File: src/rtl/clk_guard_pkg.sv
package clk_guard_pkg;

  localparam int SEL_W  = 2;
  localparam int MODE_W = SEL_W + 2;
  localparam int RULE_N = 7;

  typedef enum logic [SEL_W-1:0] {
    SRC_SLOW = 2'b00,
    SRC_OSC  = 2'b01,
    SRC_LOOP = 2'b10,
    SRC_RSVD = 2'b11
  } src_e;

  typedef struct packed {
    logic loop_en;
    logic osc_en;
    src_e sel;
  } mode_t;

  localparam mode_t MODE_RST = '{loop_en: 1'b0, osc_en: 1'b0, sel: SRC_SLOW};

  // One bit per safety rule; any set bit drops the write.
  function automatic logic [RULE_N-1:0] rule_hits(
    input mode_t cur,
    input mode_t req,
    input logic  stable,
    input logic  lock
  );
    logic [RULE_N-1:0] h;
    h[0] = (req.sel == SRC_RSVD);
    h[1] = (cur.sel == SRC_SLOW) && (req.sel != SRC_SLOW) && (!cur.osc_en || !stable);
    h[2] = cur.loop_en && !req.loop_en && (cur.sel == SRC_LOOP);
    h[3] = (req.sel == SRC_LOOP) && !req.loop_en;
    h[4] = ((req.sel == SRC_OSC) || (req.sel == SRC_LOOP)) && !req.osc_en;
    h[5] = cur.osc_en && !req.osc_en && (cur.sel != SRC_SLOW);
    h[6] = (req.sel == SRC_LOOP) && !lock;
    return h;
  endfunction

endpackage

File: src/rtl/clk_guard_rules.sv
module clk_guard_rules
  import clk_guard_pkg::*;
(
  input  mode_t             cur,
  input  mode_t             req,
  input  logic              stable,
  input  logic              lock,
  output logic [RULE_N-1:0] hits,
  output logic              reject
);
  always_comb begin
    hits   = rule_hits(cur, req, stable, lock);
    reject = |hits;
  end
endmodule

File: src/rtl/clk_guard_reg.sv
module clk_guard_reg
  import clk_guard_pkg::*;
(
  input  logic  clk,
  input  logic  rst_n,
  input  logic  load,
  input  mode_t d,
  output mode_t q
);
  always_ff @(posedge clk or negedge rst_n) begin
    if (!rst_n)    q <= MODE_RST;
    else if (load) q <= d;
  end
endmodule

File: src/rtl/clk_guard_err.sv
module clk_guard_err (
  input  logic clk,
  input  logic rst_n,
  input  logic set,
  input  logic clr,
  output logic flag
);
  always_ff @(posedge clk or negedge rst_n) begin
    if (!rst_n)   flag <= 1'b0;
    else if (set) flag <= 1'b1;
    else if (clr) flag <= 1'b0;
  end
endmodule

File: src/rtl/clk_src_guard.sv
module clk_src_guard
  import clk_guard_pkg::*;
(
  input  logic             clk,
  input  logic             rst_n,
  input  logic             wr_en,
  input  logic [MODE_W-1:0] wr_data,
  input  logic             osc_stable,
  input  logic             loop_lock,
  input  logic             err_rd,
  output logic [SEL_W-1:0] src_sel,
  output logic             osc_on,
  output logic             loop_on,
  output logic             err_flag
);
  mode_t             cur_mode;
  mode_t             req_mode;
  logic [RULE_N-1:0] rule_hit;
  logic              wr_reject;
  logic              wr_accept;
  logic              wr_drop;

  assign req_mode = mode_t'(wr_data);

  clk_guard_rules u_rules (
    .cur    (cur_mode),
    .req    (req_mode),
    .stable (osc_stable),
    .lock   (loop_lock),
    .hits   (rule_hit),
    .reject (wr_reject)
  );

  assign wr_accept = wr_en && !wr_reject;
  assign wr_drop   = wr_en && wr_reject;

  clk_guard_reg u_reg (
    .clk   (clk),
    .rst_n (rst_n),
    .load  (wr_accept),
    .d     (req_mode),
    .q     (cur_mode)
  );

  clk_guard_err u_err (
    .clk   (clk),
    .rst_n (rst_n),
    .set   (wr_drop),
    .clr   (err_rd),
    .flag  (err_flag)
  );

  assign src_sel = cur_mode.sel;
  assign osc_on  = cur_mode.osc_en;
  assign loop_on = cur_mode.loop_en;
endmodule

File: config.mk
export PLATFORM = sky130hd
export DESIGN_NAME = clk_src_guard
export DESIGN_NICKNAME = d
export VERILOG_FILES = /design/src/rtl/clk_guard_pkg.sv /design/src/rtl/clk_guard_rules.sv /design/src/rtl/clk_guard_reg.sv /design/src/rtl/clk_guard_err.sv /design/src/rtl/clk_src_guard.sv
export SDC_FILE = /design/constraint.sdc
export NUM_CORES = 1
export LEC_CHECK = 0
export ABC_AREA = 1
export BUFFER_PORTS_ARGS = -buffer_cell sky130_fd_sc_hd__buf_2
export CAP_MARGIN = 20
export CORE_AREA = 2 2 39 41
export CTS_BUF_LIST = sky130_fd_sc_hd__clkbuf_2
export DETAILED_ROUTE_END_ITERATION = 16
export DIE_AREA = 0 0 41 43
export GPL_TIMING_DRIVEN = 1
export PLACE_DENSITY = 0.51
export SYNTH_ARGS = -nofsm -noshare
export SYNTH_HDL_FRONTEND = slang
export SYNTH_SLANG_ARGS = --single-unit
File: constraint.sdc
create_clock -name clk -period 1.11 [get_ports clk]
set_clock_uncertainty 0.05 [all_clocks]
set_input_delay 0.0555 -clock clk [delete_from_list [all_inputs] [get_ports clk]]
set_output_delay 0.0555 -clock clk [all_outputs]
set_load 0.02 [all_outputs]
# == Yosys cells after proc, flatten, opt, wreduce, memory -nomap -nowiden ==
# Index checks and enable logic that the tools add are counted.
# totals
reg_bits,5
in_bits,10
elab_cells,34
# op_classes
n_eq_ne,4
mux,2
reduce_logical,24
# op_table
op,count
$logic_and A1 B1 Y1,11
$reduce_or A7 Y1,1
$eq A2 B2 Y1 const B,3
$logic_not A1 Y1,6
$reduce_bool A2 Y1,3
$eq A2 B1 Y1 const B,1
$logic_not A2 Y1,1
$logic_or A1 B1 Y1,2
$mux W1,2

# == Longest topological paths before layout ==
# depth
word_depth,6
mapped_depth,9
ltp_nobuf,9

# == Cells and area by module ==
# From an unflattened synthesis, not the netlist that was laid out.
# hier_totals
hier_cells,54
area_unflattened_um2,351.6
# modules_own_cells
mod,instances,cells_per_inst,area_each_um2
clk_guard_reg,1,17,148.9
clk_guard_rules,1,28,145.1
clk_guard_err,1,5,40.0
clk_src_guard,1,4,17.5

# == Least setup slack after synthesis ==
# Ideal clock, no wire load.
# synth_path
kind,register to register
startpoint,register u_reg.q[0] (netlist name)
endpoint,register u_reg.q[1] (netlist name)
arrival_time_ns,1.058
required_ns,0.943
path_slack_ns,-0.116
path_stages_with_launch,9
n_path_buf,0
synth_period_minus_slack_ns,1.226
cell_sequence,dfrtp_1 > inv_1 > nand2_1 > nand2_1 > nand2_2 > nor2_8 > nand3_4 > nand2_1 > nand2_1
# synth_between
elab_chain_cells,6
word_cells_on_any_way,10
classes_between,1 x eq/ne; 9 x reduce/logical
# synth_rtl
item,line,rtl
from (decl),clk_guard_reg.sv:8,output mode_t q
from (signal assigned),clk_guard_reg.sv:11,if (!rst_n) q <= MODE_RST;
from (signal assigned),clk_guard_reg.sv:12,else if (load) q <= d;
$logic_not A2 Y1,clk_guard_pkg.sv:31,h[1] = (cur.sel == SRC_SLOW) && (req.sel != SRC_SLOW) && (!cur.osc_en || !stable);
$logic_and A1 B1 Y1 (2 in a row),clk_guard_pkg.sv:31,
$reduce_or A7 Y1 (*),clk_guard_rules.sv:13,reject = |hits;
$logic_not A1 Y1 (*),clk_src_guard.sv:34,assign wr_accept = wr_en && !wr_reject;
$logic_and A1 B1 Y1 (*),clk_src_guard.sv:34,
# Mark *: on every way between the ends. The rest lies on a longest branch, timed or not.
# A chain may end at the register's enable or synchronous reset.

# == Worst setup path in the final report ==
# layout_path
startpoint,register u_reg.q[1] (netlist name)
endpoint,register u_reg.q[3] (netlist name)
# The elaborated chain is that of the path after synthesis.

==> impl_summary.log <==
[metrics] startpoint type of the worst setup path: register
[metrics] global-route wire length before repair: between 1000 and 1500 µm
[metrics] min cycle time layout: about 1.2 ns
[metrics] number of CTS-inserted buffers: 3
[metrics] instance count of the mapped netlist: 49
[metrics] ys async rst share: 100.0%
[metrics] post-route standard cell area excluding fillers: 545.5 µm²
[metrics] start point of the worst min-delay path: wr_data[2]
[metrics] total number of placement rows: 14
[metrics] Pins Over Slew Limit: 0
[metrics] type of the worst min-delay path: input port to register
[metrics] final worst-path setup slack: -0.06161 ns
[metrics] critical path fanouts, max: 6
[metrics] via count normalized by instance count: 4.066
[metrics] nets in the synthesized netlist: 62
[metrics] RSZ-0062 raised after global routing: yes
[metrics] WL met3: 55 µm
[metrics] run status: finished with violations
[metrics] post-synthesis xor/xnor area fraction: 0%
[metrics] maximum vdd drop: 1062 µV
[metrics] Slew HR: 84.20%
[metrics] area inside the core boundary: 1384 µm²
[metrics] DRC violation total after the first TritonRoute iteration: 6
[metrics] DRC violations left: 0
[metrics] fraction of the mapped netlist area in compound gates: under 10%
[metrics] violated checks: negative setup slack
[metrics] worst hold slack across all endpoints: 0.05394 ns
[metrics] Wirelength per Cell: around 7.5 µm
[metrics] largest family of logic cells by synthesized area: simple AND/OR/NAND/NOR gates
[metrics] die extent in y: 43 µm
[metrics] Total Die Area: between 1500 and 2000 µm²
[metrics] maximum operating frequency: 0.8535 GHz
[metrics] overall routing resource usage: between 10% and 20%
[metrics] met2 WL post-DR: between 300 and 400 µm
[metrics] clock latency at the later pin of the worst-skew pair: 0.23 ns
[metrics] filler cell count in the final layout: between 100 and 150
[metrics] Die Width: 41 µm
[metrics] critical path required time: around 1.2 ns
[metrics] maximum buffer depth of the clock tree: 2
[metrics] filler-free cell count of the finished design: 91
[metrics] arrival time at the worst endpoint: 1.23 ns
[metrics] Post-Route Setup TNS: -0.2733 ns
[metrics] clk sinks: 5
[metrics] share of post-route cells with drive strength above 1: a little over two fifths
[metrics] share of the clock period used by the worst path: 105.6%
[metrics] Top Metal Used: met4
[metrics] category of the most critical setup path: register to register
[metrics] Adder-Cell Fraction of Synth Area: approximately a tenth
[metrics] number of nets in the final layout: 89
[metrics] Placed Cells incl. Taps: 84
[metrics] most common cell in the netlist: nand2_1
[metrics] top cells by area, synth: dfrtp_1, nand2_1, inv_1
[metrics] total leakage power: 0.3257 nW
[metrics] top cell type by total area after synthesis: dfrtp_1
[metrics] average cell area after synthesis: 7.482 µm²
[metrics] sum of routed wire length over all layers: 687 µm
[metrics] antenna violations before repair: 0
[metrics] number of input and output port buffers inserted: 14
[metrics] number of setup violations in the final report: 5
[metrics] power density over the cells: 2015 nW/µm²
[metrics] root buffer cell: clkbuf_2
[metrics] number of ports placed on the die boundary: 15
[metrics] metal1 wirelength: 303 µm
[metrics] number of maximum-capacitance constraint violations: 0
[metrics] placer's final routability congestion estimate: 0.7047
[metrics] Placement Cell Area: 498.0 µm²
[metrics] leading cell types by count after synthesis: nand2_1, inv_1, dfrtp_1
[metrics] number of synthesized flops with an enable pin: 0
[metrics] basic-gate share of the synthesized area counting and, or, nand and nor cells: between 40% and 50%
[metrics] number of optimization iterations in the first detailed-route pass: 4
[metrics] sequential area share after synthesis: 34.13%
[metrics] number of global-route vias before repair: 340
[metrics] multi-input combinational cell area: roughly 200 µm²
[metrics] via count of the routed design: 370
[metrics] share of Yosys cell area claimed by the top area cell type: 34.13%
[metrics] endpoints failing hold: 0
[metrics] H-tree depth: 1
[metrics] maximum number of pins on one net before global-route repair: 7
[metrics] Post-synth top flop: dfrtp_1
[metrics] half-perimeter wire length after detailed placement: just under 600 µm
[metrics] CTS clock-pin slew for the worst setup and hold paths: approximately 0.060 ns
[metrics] register area: between 100 and 150 µm²
[metrics] synthesized cell area: 366.6 µm²
[metrics] post-placement setup slack: -0.1285 ns
[metrics] critical register-to-register path startpoint: u_reg.q[1]
[metrics] count of antenna-violating nets left after detailed routing: 0
[metrics] CTS tree: done
[metrics] share of synthesized area spent on multiplexers: 0%
[metrics] post-synth cell types: 12
[metrics] Area growth syn-to-layout: 48.81%
[metrics] measured slew at the worst slew-check pin: 0.2364 ns
[metrics] overflow left after global routing: 0
[metrics] worst setup path startpoint: u_reg.q[1]
[metrics] number of synthesized register bits: 5
[metrics] Starting Density: 26.49%
[metrics] Antenna diodes: 0
[metrics] Critical Path End Type: register
[metrics] count of synthesis-stage warnings from yosys: 0
==> path summary, 6_finish.rpt <==
kind,to,slack [ns],depth (start not counted)
worst max-delay path,u_reg.q[3],-0.06,8
worst min-delay path,u_reg.q[2],0.05,3
worst max register to register,u_reg.q[3],-0.06,8
worst min register to register,u_err.flag,0.45,2
max in group asynchronous,u_reg.q[2],0.76,2
min in group asynchronous,u_reg.q[0],0.11,2
==> layer usage <==
metal / up-vias / GRT usage, %
li1: 202 / -
met2: 10 / 15.63
met3: 2 / 7.853
met1: 156 / 13.40
met5: - / 0
met4: 0 / 4.000
==> worst max-delay path, stage by stage, from the launching register on <==
cell and delay (ns):
dfrtp_2 0.43, inv_2 0.05, nand2_1 0.05, nand2_1 0.07, nand2_2 0.08, nor2_8 0.13, nand3_4 0.09, nand2_1 0.07
nand2_1 0.04
==> report_power, final <==
part           switching (W)  internal, W
Combinational       0.000345     0.000248
Clock              0.0000781    0.0000954
Sequential         0.0000622     0.000271
==> registers in the layout, summed over array words and instances, names as in the netlist <==
name / flops
u_err.flag: 1
u_reg.q: 4
==> placed cells by master, fill, tap and decap left out <==
cell and instances:
a21oi_1 1, buf_2 14, nand3_1 2, buf_4 6, inv_1 9, nor2_1 2, inv_2 2, nor2_8 1
nand2_2 2, dlygate4sd3_1 2, o21ai_1 1, dfrtp_2 3, clkbuf_2 4, nand2_1 16, ha_1 3, nand3_4 1
dfrtp_1 2, nand4_1 4
==> metrics by stage <==
stage	power [W]	utilization (%)
floorplan	0.0006997	-
global placement	0.0009093	35.99
detailed placement	0.0009072	35.99
CTS	0.001111	39.42
global route	0.001216	39.42
finish	0.001099	39.42
==> repair_timing <==
item / 4_1_cts / 5_1_grt
pin swaps: 3 / 0
gates resized for setup: 1 / 0
buffers inserted: 1 / 0
hold buffers: 2 / 0
endpoints found under the setup margin: 5 / 5
endpoints found under the hold margin: 6 / 0
==> cells by family after synthesis <==
group | Yosys count
compound gates | 2
fa+ha+maj | 3
buf+inv | 11
flops | 5
simple gates | 28
==> area by class of cell <==
cell class	count	area share (%)
Clock buffer	4	3.670
Inverter	11	7.569
Multi-Input combinational cell	33	36.70
Sequential cell	5	23.62
Tap cell	16	3.670
Timing Repair Buffer	22	24.77
(Power assumes the default switching activity.)
